--- src/rtl/rxfc_pkg.sv ---
package rxfc_pkg;
  localparam int unsigned FIFO_DEPTH = 8;
  localparam int unsigned DATA_W     = 8;
  localparam int unsigned CNT_W      = $clog2(FIFO_DEPTH + 1);
  localparam int unsigned PTR_W      = $clog2(FIFO_DEPTH);

  typedef enum logic [1:0] {
    OP_IDLE = 2'b00,
    OP_POP  = 2'b01,
    OP_PUSH = 2'b10,
    OP_BOTH = 2'b11
  } fifo_op_e;
endpackage

--- src/rtl/rxfc_fifo.sv ---
module rxfc_fifo
  import rxfc_pkg::*;
#(
  parameter int unsigned DEPTH = FIFO_DEPTH,
  parameter int unsigned DW    = DATA_W,
  parameter int unsigned CW    = CNT_W,
  parameter int unsigned AW    = PTR_W
) (
  input  logic          clk_i,
  input  logic          rst_ni,
  input  logic          en_i,
  input  logic          wr_i,
  input  logic [DW-1:0] wdata_i,
  input  logic          rd_i,
  input  logic          ovr_clr_i,
  output logic [DW-1:0] rdata_o,
  output logic [CW-1:0] cnt_o,
  output logic [CW-1:0] cnt_nxt_o,
  output logic          ovr_o
);
  localparam logic [CW-1:0] FULL_CNT = CW'(DEPTH);
  localparam logic [AW-1:0] LAST_IDX = AW'(DEPTH - 1);

  logic [DW-1:0] mem_q [DEPTH];
  logic [AW-1:0] wp_q, rp_q;
  logic [CW-1:0] cnt_q, cnt_d;
  logic          ovr_q;
  logic          full, empty, rd_ok, wr_ok, drop;
  fifo_op_e      op;

  assign full  = (cnt_q == FULL_CNT);
  assign empty = (cnt_q == '0);
  assign rd_ok = en_i && rd_i && !empty;
  // a read in the same cycle frees the slot the write needs
  assign wr_ok = en_i && wr_i && (!full || rd_ok);
  assign drop  = en_i && wr_i && full && !rd_ok;
  assign op    = fifo_op_e'({wr_ok, rd_ok});

  function automatic logic [AW-1:0] inc_ptr(input logic [AW-1:0] p);
    return (p == LAST_IDX) ? '0 : p + 1'b1;
  endfunction

  always_comb begin
    cnt_d = cnt_q;
    if (!en_i) cnt_d = '0;
    else begin
      unique case (op)
        OP_PUSH: cnt_d = cnt_q + 1'b1;
        OP_POP:  cnt_d = cnt_q - 1'b1;
        default: cnt_d = cnt_q;
      endcase
    end
  end

  always_ff @(posedge clk_i or negedge rst_ni) begin
    if (!rst_ni) begin
      wp_q  <= '0;
      rp_q  <= '0;
      cnt_q <= '0;
      ovr_q <= 1'b0;
    end else begin
      cnt_q <= cnt_d;
      if (!en_i) begin
        wp_q <= '0;
        rp_q <= '0;
      end else begin
        if (wr_ok) wp_q <= inc_ptr(wp_q);
        if (rd_ok) rp_q <= inc_ptr(rp_q);
      end
      if (drop)           ovr_q <= 1'b1;
      else if (ovr_clr_i) ovr_q <= 1'b0;
    end
  end

  always_ff @(posedge clk_i) begin
    if (wr_ok) mem_q[wp_q] <= wdata_i;
  end

  assign rdata_o   = mem_q[rp_q];
  assign cnt_o     = cnt_q;
  assign cnt_nxt_o = cnt_d;
  assign ovr_o     = ovr_q;

  AST_NO_OVERFLOW: assert property (@(posedge clk_i) disable iff (!rst_ni)
    cnt_q <= FULL_CNT);
  AST_FULL_DROP: assert property (@(posedge clk_i) disable iff (!rst_ni)
    (en_i && wr_i && !rd_i && cnt_q == FULL_CNT) |=> ($stable(cnt_q) && ovr_q));
  AST_OVR_STICKY: assert property (@(posedge clk_i) disable iff (!rst_ni)
    (ovr_q && !ovr_clr_i) |=> ovr_q);
  AST_WR_RD_HOLD: assert property (@(posedge clk_i) disable iff (!rst_ni)
    (en_i && wr_i && rd_i && cnt_q != '0) |=> $stable(cnt_q));
  AST_EMPTY_RD: assert property (@(posedge clk_i) disable iff (!rst_ni)
    (en_i && rd_i && !wr_i && cnt_q == '0) |=> (cnt_q == '0));
endmodule

--- src/rtl/rxfc_rts_gate.sv ---
module rxfc_rts_gate
  import rxfc_pkg::*;
#(
  parameter int unsigned DEPTH = FIFO_DEPTH,
  parameter int unsigned CW    = CNT_W
) (
  input  logic          clk_i,
  input  logic          rst_ni,
  input  logic          fc_en_i,
  input  logic          fifo_en_i,
  input  logic [CW-1:0] wmark_i,
  input  logic [CW-1:0] cnt_nxt_i,
  output logic          rts_no
);
  // cap leaves one slot for a character already on the wire
  localparam logic [CW-1:0] WM_MAX = CW'(DEPTH - 1);

  logic [CW-1:0] wm_eff;
  logic          stop_d, stop_q;

  assign wm_eff = (wmark_i > WM_MAX) ? WM_MAX : wmark_i;

  always_comb begin
    if (!fc_en_i)        stop_d = 1'b0;
    else if (!fifo_en_i) stop_d = 1'b1;
    else                 stop_d = (cnt_nxt_i >= wm_eff);
  end

  always_ff @(posedge clk_i or negedge rst_ni) begin
    if (!rst_ni) stop_q <= 1'b0;
    else         stop_q <= stop_d;
  end

  assign rts_no = stop_q;

  AST_RTS_IDLE: assert property (@(posedge clk_i) disable iff (!rst_ni)
    !fc_en_i |=> !rts_no);
  AST_NOFIFO_STOP: assert property (@(posedge clk_i) disable iff (!rst_ni)
    (fc_en_i && !fifo_en_i) |=> rts_no);
endmodule

--- src/rtl/rx_flow_gate.sv ---
module rx_flow_gate
  import rxfc_pkg::*;
#(
  parameter int unsigned DEPTH = FIFO_DEPTH,
  parameter int unsigned DW    = DATA_W,
  localparam int unsigned CW   = $clog2(DEPTH + 1),
  localparam int unsigned AW   = $clog2(DEPTH)
) (
  input  logic          clk_i,
  input  logic          rst_ni,
  input  logic          rx_done_i,
  input  logic [DW-1:0] rx_data_i,
  input  logic          rd_i,
  input  logic [CW-1:0] wmark_i,
  input  logic          fc_en_i,
  input  logic          fifo_en_i,
  input  logic          ovr_clr_i,
  output logic          rts_no,
  output logic [DW-1:0] rd_data_o,
  output logic [CW-1:0] count_o,
  output logic          ovr_o
);
  logic [CW-1:0] cnt_nxt;

  rxfc_fifo #(.DEPTH(DEPTH), .DW(DW), .CW(CW), .AW(AW)) u_fifo (
    .clk_i     (clk_i),
    .rst_ni    (rst_ni),
    .en_i      (fifo_en_i),
    .wr_i      (rx_done_i),
    .wdata_i   (rx_data_i),
    .rd_i      (rd_i),
    .ovr_clr_i (ovr_clr_i),
    .rdata_o   (rd_data_o),
    .cnt_o     (count_o),
    .cnt_nxt_o (cnt_nxt),
    .ovr_o     (ovr_o)
  );

  rxfc_rts_gate #(.DEPTH(DEPTH), .CW(CW)) u_gate (
    .clk_i     (clk_i),
    .rst_ni    (rst_ni),
    .fc_en_i   (fc_en_i),
    .fifo_en_i (fifo_en_i),
    .wmark_i   (wmark_i),
    .cnt_nxt_i (cnt_nxt),
    .rts_no    (rts_no)
  );

  AST_NOFIFO_EMPTY: assert property (@(posedge clk_i) disable iff (!rst_ni)
    !fifo_en_i |=> (count_o == '0));
endmodule

--- config.mk ---
export PLATFORM = sky130hd
export DESIGN_NAME = rx_flow_gate
export DESIGN_NICKNAME = d
export VERILOG_FILES = /design/src/rtl/rxfc_pkg.sv /design/src/rtl/rxfc_fifo.sv /design/src/rtl/rxfc_rts_gate.sv /design/src/rtl/rx_flow_gate.sv
export SDC_FILE = /design/constraint.sdc
export NUM_CORES = 1
export LEC_CHECK = 0
export CORE_MARGIN = 2
export CORE_UTILIZATION = 51
export CTS_CLUSTER_SIZE = 8
export DETAILED_ROUTE_END_ITERATION = 6
export PLACE_DENSITY_LB_ADDON = 0.12
export SYNTH_ARGS = -nofsm -noshare
export SYNTH_HDL_FRONTEND = slang
export SYNTH_HIERARCHICAL = 1
export SYNTH_SLANG_ARGS = --single-unit
--- constraint.sdc ---
create_clock -name clk_i -period 2.3 [get_ports clk_i]
set_input_delay 0.23 -clock clk_i [delete_from_list [all_inputs] [get_ports clk_i]]
set_output_delay 0.23 -clock clk_i [all_outputs]
set_load 0.03 [all_outputs]
==> impl_metrics.toml, run 1 <==
[status]
status = "complete, but fails checks"
violations = "setup timing"

[synth]
ys_seq_area_frac = 0.683
synth_top_cell_by_area = "edfxtp_1"
synth_ff_type = "edfxtp_1"
synthDistinctLibCells = 37
async_flop_share = 0.158
synth_nets = 216
syn_inst = 188
ys_top_cells_by_area = "edfxtp_1 59%, mux4_2 11%, dfrtp_1 9.2%, ha_1 3.5%, mux2_2 2.8%"
syn_area_per_cell_um2 = 17.3
synth-edff-count = 64
yosys_warnings = 6
post-synth-top-count-cell = "edfxtp_1"
syn_area_mm2 = 0.00326
synth_top_area_frac = 0.590
ys_seq_elements = 76
synthTopCellsByCount = "64 x edfxtp_1, 17 x nand2_1, 16 x mux4_2"

[power_and_ir_drop]
p_leak_nw = 1.43
power-per-cell-area_mw_per_mm2 = 700
finalPower_mw = 2.85
ir_worst_vdd_mv = 0.470

[placement]
placed_cell_area_mm2 = 0.00383
dp_hpwl_mm = 4.02
gp_congestion = 0.782
dp_slack_ns = -0.192
portBuffers = 32
placed_cells = 312

[worst_setup_path]
start_kind = "register"
crit_fanout = 2
path_cells = "nor4_4 > nor2_1 > xor2_1 > ha_2 > o21a_1 > o21ai_2 > mux2i_2 > ha_1 > o211ai_2 > a21oi_1 > o21a_1"
cpMaxStageDelayCell = "dfrtp_2"
critPathMaxStageDelay_ns = 0.43
cp_common_cell = "o21a_1"
reg2reg_slack_ns = -0.04
arrival_ns = 2.57
critical_path_class = "reg -> reg"
end_kind = "register"
required_ns = 2.53

[routing]
drtPass1Iterations = 4
avgViaCountPerCell = 5.51
drt_wl_total_mm = 6.25
wire_per_inst_um = 18.9
routed-via-count = 1825
drt_iter0_drc = 132
drcViolationCount = 0
ant_nets = 0

[finish]
area_growth_syn_to_layout_pct = 24.9
design_area_mm2 = 0.00407
fillerInstances = 445
drive_gt1_frac = 0.343
instances_no_fill = 331
num_antenna_cells = 0
layout.nets = 277

[grt]
grt_first_pass_wirelength_mm = 9.65
grt-ovfl-total = 0
antenna_found_initial = 0
track_usage = 0.186
grt_pass1_vias = 1916
grt_max_degree = 19

[clock_tree]
numCtsBuffers = 9
insertion_delay_ns = 0.34
clockRootBuffer = "clkbuf_8"
clk_pin_slew_worst_paths_ns = 0.08
cts_buffer_depth = 2
htreeDepth = 3
clock-sinks = 76
cts_tree = "done"

[timing]
setup_ws_ns = -0.0429
timing.hold.ws_ns = 0.267
max_freq_ghz = 0.427
post-route-period-util = 1.02
setup_viol = 1
min_period_ns = 2.34
finClkSkew_ns = 0.00733
slew_viol_final = 0
grt_setup_unrepaired = "true"
hold_viol = 0
worstMarginPinSlew_ns = 0.589
slew-limit-headroom = 0.606

[die]
die_h_um = 83.9
rows = 29
die_area_mm2 = 0.00704
start_util = 0.519
ios = 33
coreArea_mm2 = 0.00628
die_x_um = 83.9

[worst_hold_path]
hold_path_class = "in -> async"

[job]
max-cap-violations = 0
## final timing paths
path | start | to | depth (start not counted)
worst max-delay path | u_fifo/cnt_o[3] | u_gate/rts_no | 11
worst min-delay path | rst_ni | u_fifo/ovr_o | 1
worst max register to register | u_fifo/cnt_o[3] | u_gate/rts_no | 11
worst min register to register | u_fifo/ovr_o | u_fifo/ovr_o | 2
max in group asynchronous | rst_ni | u_fifo/cnt_o[1] | 1
min in group clk_i | fc_en_i | u_gate/rts_no | 2
## worst max-delay path, delay by kind of cell (launching register included)
kind | cells | cell delay, ns
AO/OA/AOI/OAI | 5 | 0.53
XOR/XNOR | 1 | 0.15
adder cells (fa/ha/maj) | 2 | 0.47
flip-flops | 1 | 0.43
multiplexers | 1 | 0.27
AND/OR/NAND/NOR | 2 | 0.39
## through the flow
stage / TNS (ns) / utilization
floorplan: -0.0525 / -
global placement: -0.102 / 0.610
detailed placement: -0.192 / 0.610
CTS: -0.0505 / 0.647
global route: -0.268 / 0.648
finish: -0.0429 / 0.648
## routing by layer
metal	share of wire	global-route usage
met1	0.43	0.251
met2	0.50	0.296
met3	0.051	0.0366
met4	0.018	0.0821
met5	0	0
## cells by family after synthesis
kind of cell	after synthesis	share of synthesized area
other	1	0.00115
muxes	27	0.148
xor gates and xnor gates	3	0.00807
buffers and inverters	8	0.0146
and+or+nand+nor	45	0.0688
DFF	76	0.683
adders and majority gates	9	0.0346
AOI/OAI and AO/OA	19	0.0427
## placed cells by master, fill, tap and decap left out, types with 3 or more instances in the layout
cell	synthesis	routed
edfxtp_1	64	64
clkdlybuf4s50_1	0	24
buf_4	0	21
nand2_1	17	17
mux4_2	16	16
nor2_1	12	12
clkbuf_8	0	9
mux2_2	8	8
ha_1	9	8
dfrtp_1	12	7
o21ai_0	6	6
dfrtp_2	0	5
buf_2	2	3
clkbuf_2	0	3
nand3b_1	3	3
nand2b_1	3	3
## where the power goes
| group | switching (mW) | total, mW | leakage, nW | internal, mW |
|---|---|---|---|---|
| registers | 0.0197 | 1.54 | 0.734 | 1.52 |
| clock network | 0.488 | 0.995 | 0.0939 | 0.506 |
| logic | 0.158 | 0.309 | 0.602 | 0.151 |
## timing repair
| item | CTS | global route |
|---|---|---|
| endpoints found under the setup margin | 9 | 7 |
| hold buffers | 0 | 0 |
| setup buffers | 2 | 0 |
| cloned | 0 | 1 |
| gates resized for setup | 22 | 13 |
| pin swaps | 3 | 1 |
## flip-flops by register name, indices dropped and copies added (netlist names)
register and cells:
u_fifo/mem_q 64, u_fifo/cnt_o 4, u_fifo/rp_q 3, u_fifo/wp_q 3, u_fifo/ovr_o 1, u_gate/rts_no 1
## layout make-up
type                    count  area, um2  share of cell area
inverters                   2       7.51             0.00185
repair buffers             56        515               0.127
well taps                  77       96.3              0.0237
clock inverters             7       75.1              0.0185
clock buffers               9        124              0.0305
flip-flops and latches     76       2230               0.548
multi-input cells         104       1020               0.251
Power figures use the tool's default switching activity.
==> run 2, diff against run 1 <==
--- a/config.mk
+++ b/config.mk
@@ -6,7 +6,7 @@
 export NUM_CORES = 1
 export LEC_CHECK = 0
 export CORE_MARGIN = 2
-export CORE_UTILIZATION = 51
+export CORE_UTILIZATION = 40
 export CTS_CLUSTER_SIZE = 8
 export DETAILED_ROUTE_END_ITERATION = 6
 export PLACE_DENSITY_LB_ADDON = 0.12
==> run 2 against run 1 <==
Compared with the run above: the flow still finishes with violations (setup timing); cell count rose by 8.2%; largest cell class unchanged; combinational power barely moved; highest routed layer unchanged; total power fell by 1.3%.
==> impl_metrics.toml, run 2 (synthesis results as in run 1) <==
[status]
status = "complete, but fails checks"
violations = "setup timing"

[worst_setup_path]
cp_top_family = "compound AO/OA/AOI/OAI gates"
end_kind = "register"
crit_fanout = 7
cpMaxStageDelayCell = "dfrtp_2"
path_cells = "o311a_1 > a211oi_4 > xor2_1 > and2_1 > inv_1 > ha_1 > nor2_1 > a21oi_1 > o21a_1"
critical_path_class = "reg -> reg"
arrival_ns = 2.53
start_kind = "register"
required_ns = 2.52
path_buf_inv = 1
critPathMaxStageDelay_ns = 0.48

[clock_tree]
cts_buffer_depth = 2
htreeDepth = 3
cts_tree = "done"
numCtsBuffers = 9
clk_pin_slew_worst_paths_ns = 0.07
insertion_delay_ns = 0.33
clockRootBuffer = "clkbuf_8"
clock-sinks = 76

[die]
coreArea_mm2 = 0.00781
start_util = 0.417
die_h_um = 94.2
ios = 33
rows = 32
die_area_mm2 = 0.00888
die_x_um = 94.2

[grt]
grt_pass1_vias = 1927
antenna_found_initial = 0
grt_max_degree = 20
track_usage = 0.158
grt-ovfl-total = 0
grt_first_pass_wirelength_mm = 10.0

[routing]
drt_wl_total_mm = 6.38
avgViaCountPerCell = 5.11
drt_iter0_drc = 119
ant_nets = 0
drcViolationCount = 0
drtPass1Iterations = 4
routed-via-count = 1830
wire_per_inst_um = 17.8

[timing]
finClkSkew_ns = 0.00806
hold_viol = 0
grt_setup_unrepaired = "true"
slew_viol_final = 0
setup_ws_ns = -0.00859
max_freq_ghz = 0.433
post-route-period-util = 1.00
worstMarginPinSlew_ns = 0.576
min_period_ns = 2.31
slew-limit-headroom = 0.615
setup_viol = 1

[placement]
dp_hpwl_mm = 4.35
portBuffers = 32
gp_congestion = 0.848
dp_slack_ns = -0.209

[finish]
fillerInstances = 681
drive_gt1_frac = 0.320
layout.nets = 279
area_growth_syn_to_layout_pct = 25.3
largest_reg_flops = 64
layout_commonest_cell = "edfxtp_1"
final_core_util = 0.523
final_cell_mix = "64 x edfxtp_1, 28 x buf_4, 24 x clkdlybuf4s50_1, 17 x nand2_1, 16 x mux4_2"
max_flop_register = "u_fifo/mem_q"
num_antenna_cells = 0

[power_and_ir_drop]
switching_share = 0.216
p_leak_nw = 1.45
comb_power_share = 0.109
power-per-cell-area_mw_per_mm2 = 689
seqPwrFrac = 0.549
p_int_mw = 2.20
clockPowerShare = 0.342
ir_worst_vdd_mv = 0.246
switchingPower_mw = 0.607

[worst_hold_path]
hold_path_class = "in -> async"

[job]
max-cap-violations = 0
## run 2: changes by cell type in the layout (fill, tap and decap cells not counted), moves of 3 or more
cell and delta:
buf_4 +7, buf_2 -3, clkbuf_1 +3, clkbuf_2 -3
## run 2: worst paths after layout
path,startpoint,endpoint,slack (ns),cells after the start
worst max-delay path,u_fifo/cnt_o[2],u_gate/rts_no,-0.009,9
worst min-delay path,rst_ni,u_fifo/wp_q[0],0.27,1
worst max register to register,u_fifo/cnt_o[2],u_gate/rts_no,-0.009,9
worst min register to register,u_fifo/ovr_o,u_fifo/ovr_o,0.53,2
max in group asynchronous,rst_ni,u_fifo/cnt_o[3],1.62,1
min in group clk_i,fc_en_i,u_gate/rts_no,0.43,2
## run 2: power groups by stage
| stage | logic [mW] | clock network (mW) | registers, mW |
|---|---|---|---|
| 2_1_floorplan | 0.154 | 0 | 1.58 |
| 3_3_place_gp | 0.288 | 0 | 1.57 |
| 3_5_place_dp | 0.302 | 0 | 1.57 |
| 4_1_cts | 0.303 | 0.982 | 1.54 |
| 6_report | 0.306 | 0.962 | 1.54 |
| 5_1_grt | 0.332 | 1.06 | 1.54 |
## run 2: final cells by class
| cell class | instances | area [um2] | share of cell area |
|---|---|---|---|
| Sequential cell | 76 | 2230 | 0.546 |
| Multi-Input combinational cell | 104 | 1010 | 0.247 |
| Timing Repair Buffer | 58 | 522 | 0.128 |
| Clock buffer | 13 | 149 | 0.0365 |
| Tap cell | 102 | 128 | 0.0313 |
| Clock inverter | 3 | 40.0 | 0.00981 |
| Inverter | 2 | 7.51 | 0.00184 |
## run 2: per-stage QoR
stage	setup TNS [ns]	hold slack [ns]	total power [mW]	area (um2)	std cells
after floorplan	-0.0525	-0.0656	1.73	3270	188
after global placement	-0.103	0.517	1.86	3840	337
after detailed placement	-0.209	0.529	1.88	3840	337
after CTS	-0.0297	0.286	2.83	4050	354
after global routing	-0.124	0.304	2.93	4080	358
final	-0.00859	0.270	2.81	4080	358
## run 2: timing repair
item | in CTS | in global routing
pin swaps | 1 | 0
hold buffers | 0 | 0
buffers inserted | 1 | 4
endpoints found under the setup margin | 6 | 4
gates resized for setup | 11 | 2
## run 2: worst reg2reg max path: cells and delay by family, from the launching register on
kind / cells / cell delay (ns)
AO/OA/AOI/OAI: 4 / 0.96
XOR/XNOR: 1 / 0.18
adder cells (fa/ha/maj): 1 / 0.29
buffers and inverters: 1 / 0.06
flip-flops: 1 / 0.48
AND/OR/NAND/NOR: 2 / 0.24
## run 2: routing by layer
metal / vias up / global-route usage / wire length [um]
met5: - / 0 / 0
met4: 0 / 0.0604 / 59
met3: 8 / 0.0313 / 248
met2: 50 / 0.260 / 3250
met1: 914 / 0.208 / 2820
li1: 858 / - / -
